[src/rtl/rank_atk_pkg.sv]
`timescale 1ns/1ps
// Package: shared types for the rank attack unit.
// Assumes nothing beyond being compiled before the modules that import it.
package rank_atk_pkg;

    // Ray direction along a rank, as carried on the in_dir pin.
    typedef enum logic {
        RAY_UP_FILE   = 1'b0,   // toward higher file index
        RAY_DOWN_FILE = 1'b1    // toward lower file index
    } ray_dir_e;

endpackage

[src/rtl/rank_mirror.sv]
`timescale 1ns/1ps
// Module: rank_mirror
// Reverses the order of the files inside every rank when en is high and
// passes the word through unchanged otherwise. Purely combinational.
// Assumes the word is RANKS groups of FILES bits, rank 0 in the low bits.
module rank_mirror #(
    parameter int FILES = 8,
    parameter int RANKS = 8
) (
    input  logic                     en,
    input  logic [FILES*RANKS-1:0]   din,
    output logic [FILES*RANKS-1:0]   dout
);
    localparam int W = FILES * RANKS;

    logic [W-1:0] flipped;

    // Build the mirrored word one square at a time.
    for (genvar r = 0; r < RANKS; r++) begin : g_rank
        for (genvar f = 0; f < FILES; f++) begin : g_file
            assign flipped[r*FILES + f] = din[r*FILES + (FILES - 1 - f)];
        end
    end

    // Pick the mirrored or the straight word.
    always_comb begin
        dout = en ? flipped : din;
    end
endmodule

[src/rtl/rank_borrow_core.sv]
`timescale 1ns/1ps
// Module: rank_borrow_core
// Computes upward-file rank attacks for all sliders with one subtraction.
// File 0 of every rank is forced occupied so a borrow leaving a rank is
// absorbed there instead of rippling into the ranks above.
// Assumes sliders is a subset of occ; otherwise the result is unspecified.
module rank_borrow_core #(
    parameter int FILES = 8,
    parameter int RANKS = 8
) (
    input  logic [FILES*RANKS-1:0] occ,
    input  logic [FILES*RANKS-1:0] sliders,
    output logic [FILES*RANKS-1:0] attacks
);
    localparam int W = FILES * RANKS;

    logic [W-1:0] fence;
    logic [W-1:0] fenced_occ;
    logic [W-1:0] shifted_sl;
    logic [W-1:0] diff;

    // Fence column: lowest file of every rank.
    for (genvar r = 0; r < RANKS; r++) begin : g_rank
        for (genvar f = 0; f < FILES; f++) begin : g_file
            assign fence[r*FILES + f] = (f == 0);
        end
    end

    // Subtract twice the sliders from the fenced occupancy and keep the changed bits.
    always_comb begin
        fenced_occ = occ | fence;
        shifted_sl = sliders << 1;
        diff       = fenced_occ - shifted_sl;
        attacks    = (diff ^ occ) & ~fence;
    end
endmodule

[src/rtl/rank_atk_outreg.sv]
`timescale 1ns/1ps
// Module: rank_atk_outreg
// Output stage: captures the result word on a request and carries the
// strobe one cycle. The word holds its value while no request is present.
// Assumes a synchronous, active-low reset.
module rank_atk_outreg #(
    parameter int W = 64
) (
    input  logic         clk,
    input  logic         rst_n,
    input  logic         d_valid,
    input  logic [W-1:0] d,
    output logic         q_valid,
    output logic [W-1:0] q
);
    // Strobe register.
    always_ff @(posedge clk) begin
        if (!rst_n) q_valid <= 1'b0;
        else        q_valid <= d_valid;
    end

    // Result register, loaded only on a request.
    always_ff @(posedge clk) begin
        if (!rst_n)       q <= '0;
        else if (d_valid) q <= d;
    end
endmodule

[src/rtl/rank_atk_unit.sv]
`timescale 1ns/1ps
// Module: rank_atk_unit (top)
// Set-wise rank attack generator. Mirrors the files of each rank for the
// downward direction, runs the shared borrow core, mirrors back and
// registers the result together with a valid strobe.
// Assumes in_sliders is a subset of in_occ on every request.
module rank_atk_unit
    import rank_atk_pkg::*;
#(
    parameter int FILES = 8,
    parameter int RANKS = 8
) (
    input  logic                   clk,
    input  logic                   rst_n,
    input  logic                   in_valid,
    input  logic                   in_dir,
    input  logic [FILES*RANKS-1:0] in_occ,
    input  logic [FILES*RANKS-1:0] in_sliders,
    output logic                   out_valid,
    output logic [FILES*RANKS-1:0] out_attacks
);
    localparam int W = FILES * RANKS;

    logic         flip;
    logic [W-1:0] occ_m;
    logic [W-1:0] sl_m;
    logic [W-1:0] atk_m;
    logic [W-1:0] atk;

    // Decode the direction pin.
    always_comb begin
        flip = (ray_dir_e'(in_dir) == RAY_DOWN_FILE);
    end

    rank_mirror #(.FILES(FILES), .RANKS(RANKS)) u_mir_occ (
        .en(flip), .din(in_occ), .dout(occ_m)
    );

    rank_mirror #(.FILES(FILES), .RANKS(RANKS)) u_mir_sl (
        .en(flip), .din(in_sliders), .dout(sl_m)
    );

    rank_borrow_core #(.FILES(FILES), .RANKS(RANKS)) u_core (
        .occ(occ_m), .sliders(sl_m), .attacks(atk_m)
    );

    rank_mirror #(.FILES(FILES), .RANKS(RANKS)) u_mir_out (
        .en(flip), .din(atk_m), .dout(atk)
    );

    rank_atk_outreg #(.W(W)) u_oreg (
        .clk(clk), .rst_n(rst_n), .d_valid(in_valid), .d(atk),
        .q_valid(out_valid), .q(out_attacks)
    );
endmodule

[config.mk]
export PLATFORM = sky130hd
export DESIGN_NAME = rank_atk_unit
export DESIGN_NICKNAME = d
export VERILOG_FILES = /design/src/rtl/rank_atk_pkg.sv /design/src/rtl/rank_mirror.sv /design/src/rtl/rank_borrow_core.sv /design/src/rtl/rank_atk_outreg.sv /design/src/rtl/rank_atk_unit.sv
export SDC_FILE = /design/constraint.sdc
export NUM_CORES = 1
export LEC_CHECK = 0
export ABC_CLOCK_PERIOD_IN_PS = 13450
export BUFFER_PORTS_ARGS = -buffer_cell sky130_fd_sc_hd__buf_2
export CAP_MARGIN = 20
export CORE_ASPECT_RATIO = 1.5
export CORE_UTILIZATION = 60
export CTS_BUF_LIST = sky130_fd_sc_hd__clkbuf_8 sky130_fd_sc_hd__clkbuf_16
export DETAILED_ROUTE_END_ITERATION = 6
export PLACE_DENSITY_LB_ADDON = 0.3
export SYNTH_ARGS = -nofsm -noshare
export SYNTH_HDL_FRONTEND = slang
export SYNTH_SLANG_ARGS = --single-unit
export TNS_END_PERCENT = 100
[constraint.sdc]
create_clock -name clk -period 13.45 [get_ports clk]
set_input_delay 0.6725 -clock clk [delete_from_list [all_inputs] [get_ports clk]]
set_output_delay 0.6725 -clock clk [all_outputs]
set_load 0.03 [all_outputs]
# Word level (Yosys, flattened, before mapping)
# Index checks and enable logic that the tools add are counted.
# word_totals
elab_cells,7
ff_bits,65
in_bits,132
out_inout_bits,65
# classes
addsub,1
muxes,3
bitwise_logic,1
# op_table
cell,count
$mux 64,2
$sub 64x64->64,1
$xor 64x64->64,1
$mux 63,1

# Depth between registers and ports, before layout
# depth
word_depth,4
ltp_mapped,19
ltp_nobuf,13

# Cells and area by module
# From an unflattened synthesis, not the netlist that was laid out.
# unflattened
hier_cells,1040
hier_area_um2,9870.7
# by_module_without_submodules
mod,n_inst,cells_per_inst,area_per_inst_um2,seq_area_each_um2
rank_borrow_core,1,619,4149.0,0.0
rank_mirror,3,71,1077.3,0.0
rank_atk_outreg,1,208,2489.9,1301.2

# Worst setup path before layout
# No wires, ideal clock.
# synth_timing
path_type,input to register
start,in in_dir
end,reg u_oreg.q[57]
required_ps,13355
t_arrival_ps,5337
path_slack_ps,8018
path_stages,18
n_path_buf,6
setup_time_ps,95
path_cell_list,buf_6 -> buf_1 -> clkbuf_1 -> clkbuf_1 -> buf_2 -> buf_1 -> mux2i_1 -> fa_1 -> a21o_1 -> a311o_1 -> a211oi_2 -> a2111oi_2 -> o21ai_1 -> or3b_1 -> a31oi_2 -> xnor2_1 -> and2_1 -> a221oi_1
# synth_between
elab_chain_cells,4
word_cells_on_any_way,5
classes_between,1 x add/sub; 3 x mux; 1 x bitwise
# synth_rtl
element,line,source
start: declaration,rank_atk_unit.sv:16,"input logic in_dir,"
$mux 64 / $mux 63 (equally long branches),rank_mirror.sv:27,dout = en ? flipped : din;
$sub 64x64->64,rank_borrow_core.sv:33,diff = fenced_occ - shifted_sl;
$xor 64x64->64,rank_borrow_core.sv:34,attacks = (diff ^ occ) & ~fence;
$mux 64 *,rank_mirror.sv:27,
end signal: assignment,rank_atk_outreg.sv:24,if (!rst_n) q <= '0;
end signal: assignment,rank_atk_outreg.sv:25,else if (d_valid) q <= d;
end: declaration,rank_atk_outreg.sv:14,output logic [W-1:0] q
# Every way passes the cells marked *; elsewhere a longest branch is shown, timed or not.
# A chain may end at the register's enable or synchronous reset.

# Final worst setup path
# layout_timing
start,in in_dir
end,reg u_oreg.q[54]
# Same word-level chain as after synthesis.

==> results.py <==
metrics = {
    "flow_run": {
        "maxCapViolCount": 0,
    },
    "timing": {
        "rsz0062_at_grt": "no",
        "fin_ws_ns": 8.13,
        "tightest_slew_ns": 1.03,
        "post-route-period-util_pct": 39.5,
        "setup_tns_ns": 0,
        "max_freq_mhz": 188,
        "hold_viol": 0,
        "finClkSkew_ns": 0,
        "period_minus_slack_ns": 5.32,
        "finalSetupViolations": 0,
        "finalMaxSlewViolations": 0,
        "maxSlewHeadroom_pct": 31.4,
    },
    "power": {
        "clockPowerShare_pct": 24.3,
        "peakVddDrop_mv": 0.0724,
        "p_comb_share_pct": 54.2,
        "power_density_nw_per_um2": 115,
        "p_seq_share_pct": 21.6,
        "p_int_mw": 0.620,
        "power.switching_mw": 0.451,
        "p_leak_nw": 4.44,
        "p_sw_share_pct": 42.1,
    },
    "die": {
        "dieHeight_um": 144,
        "num_io_pins": 197,
        "rows": 51,
        "die_x_um": 96.5,
        "core_um2": 13000,
        "dieArea_um2": 13900,
        "start_util_pct": 61.8,
    },
    "setup_path": {
        "worstPathArrival_ns": 5.52,
        "cp-end-kind": "register",
        "critPathLaunchType": "input port",
        "cp.required_ns": 13.65,
        "critical_path.max_fanout": 89,
        "crit_type": "in -> reg",
    },
    "synthesis": {
        "synth_xor_area_share_pct": 13.9,
        "synthMuxAreaShare_pct": 17.0,
        "yosysTopAreaCell": "dfxtp_1",
        "synthSimpleGateAreaFrac_pct": 16.0,
        "yosys-top-cells-area": "dfxtp_1 (16%), mux2i_1 (9.2%), ha_1 (8.4%)",
        "synth_warnings": 0,
        "syn_inst": 977,
        "synth-edff-count": 0,
        "synth_top_family_by_area": "compound AO/OA/AOI/OAI gates",
        "yosysSeqAreaShare_pct": 16.2,
        "synth-compound-area-share_pct": 24.4,
        "syn_avg_cell_area_um2": 8.23,
        "ys_seq_elements": 65,
        "yosysUniqueCellTypes": 81,
        "synthesis.nets": 1164,
        "synth_area_um2": 8040,
        "synth_top_area_share_pct": 16.2,
        "synthArstFlopShare_pct": 0,
        "synth_common_cells": "nand2_1 (86), a21oi_1 (76), mux2i_1 (74)",
        "ys.flop_type": "dfxtp_1",
        "post-synth-top-count-cell": "nand2_1",
        "yosys.area_share.adder_pct": 8.65,
    },
    "clock_tree": {
        "hold_buffers": 0,
        "cts.sinks": 65,
        "cts_tree": "built",
        "clkTransAtPathRegs_ns": 0.06,
        "cts_resized": 0,
        "cts_inserted_buffers": 9,
        "htree_num_levels": 3,
        "clkLatencyLatePin_ns": 0.34,
        "cts_buffer_depth": 2,
        "post_cts_buffers": 0,
        "clock-root-buffer": "clkbuf_16",
    },
    "worst_hold_path": {
        "hold_class": "reg -> reg",
    },
    "global_route": {
        "grt_usage_pct": 35.9,
        "grt_pass1_wl_um": 38100,
        "antenna_found_initial": 1,
        "grt_max_degree": 90,
        "grt_overflow": 0,
        "grt_pass1_vias": 8012,
    },
    "drt": {
        "first_iter_violations": 402,
        "antenna_left": 0,
        "dr.pass1.iters": 5,
        "drc": 0,
        "via_count": 8281,
        "post_drt_wl_per_cell_um": 19.1,
        "avgViaCountPerCell": 6.39,
        "routed_wl_um": 24700,
    },
    "layout": {
        "layout.nets": 1318,
        "drive_gt1_share_pct": 25.5,
        "final.fill_count": 1137,
        "area_growth_pct": 16.2,
        "regArea_um2": 1300,
        "insertedDiodeCount": 0,
        "multi_input_comb_area_um2": 6420,
    },
    "placed_design": {
        "dp_hpwl_um": 19300,
        "place_congestion": 0.945,
        "portBuffers": 194,
        "place_ws_ns": 7.88,
    },
    "status": {
        "status": "finished clean",
    },
}
flip-flops by register name, indices dropped and copies added, names as in the netlist:
name            count
u_oreg.q           64
u_oreg.q_valid      1
power by group through the flow:
| stage | logic (mW) | clock network [mW] | registers, mW |
|---|---|---|---|
| 2_1_floorplan | 0.376 | 0 | 0.281 |
| 3_3_place_gp | 0.560 | 0 | 0.234 |
| 3_5_place_dp | 0.568 | 0 | 0.234 |
| 4_1_cts | 0.573 | 0.260 | 0.230 |
| 5_1_grt | 0.627 | 0.269 | 0.233 |
| 6_report | 0.580 | 0.260 | 0.231 |
routing by layer:
| layer | GRT usage [%] | vias up | routed length, µm |
|---|---|---|---|
| li1 | - | 3964 | - |
| met1 | 36.4 | 3831 | 8880 |
| met2 | 64.8 | 365 | 12700 |
| met3 | 6.19 | 119 | 1400 |
| met4 | 25.2 | 2 | 1780 |
| met5 | 0 | - | 13 |
critical path, stage by stage:
cell	delay, ns
buf_6	0.59
buf_4	0.80
mux2_2	0.45
ha_1	0.40
a21oi_1	0.28
o21ai_0	0.20
a41o_1	0.25
a221oi_1	0.30
nor3_1	0.07
or3b_1	0.46
a21boi_1	0.35
o21ai_1	0.13
xnor2_1	0.36
o221ai_1	0.15
final cells by class:
type	count	area share, %
Multi-Input combinational cell	831	68.7
Sequential cell	65	13.9
Timing Repair Buffer	197	10.7
Clock buffer	9	2.41
Tap cell	159	2.13
Inverter	27	1.08
Clock inverter	7	1.02
layout by cell type (no fill, tap or decap), types with 6 or more instances in the layout:
master	n
a211oi_1	9
a21o_1	28
a21oi_1	76
a311oi_1	6
a31oi_1	25
and2_1	9
and3_1	8
buf_2	193
clkbuf_16	9
dfxtp_1	65
ha_1	54
inv_1	26
mux2_2	51
mux2i_1	74
nand2_1	86
nand3_1	21
nand4_1	12
nor2_1	72
nor2b_1	7
nor3_1	12
o211ai_1	8
o21a_1	6
o21ai_0	55
o21ai_1	6
o21bai_1	6
o22ai_1	6
o31ai_1	8
or3_1	12
xnor2_1	48
xnor3_1	17
xor2_1	12
xor3_1	8
final timing paths:
check / start / to / slack [ns] / cells past startpoint
setup / recovery: in_dir / u_oreg.q[54]$_SDFFE_PN0P_ / 8.13 / 14
hold / removal: u_oreg.q[56]$_SDFFE_PN0P_ / u_oreg.q[56]$_SDFFE_PN0P_ / 0.46 / 2
setup reg to reg: u_oreg.q[53]$_SDFFE_PN0P_ / u_oreg.q[53]$_SDFFE_PN0P_ / 12.56 / 3
hold reg to reg: u_oreg.q[56]$_SDFFE_PN0P_ / u_oreg.q[56]$_SDFFE_PN0P_ / 0.46 / 2
logic make-up after synthesis:
group / count (synthesis)
AOI/OAI and AO/OA: 293
xor gates and xnor gates: 86
adders and majority gates: 55
buffers and inverters: 81
DFF: 65
muxes: 128
and+or+nand+nor: 269
per-stage QoR:
stage	area, µm²	utilization [%]	total power [mW]	hold WS (ns)	instances
floorplan	8040	-	0.657	0.571	977
global placement	9020	69.3	0.794	0.438	1279
detailed placement	9020	69.3	0.802	0.449	1279
CTS	9340	71.8	1.06	0.461	1295
global route	9340	71.8	1.13	0.486	1295
finish	9340	71.8	1.07	0.461	1295
(Power assumes the default switching activity.)
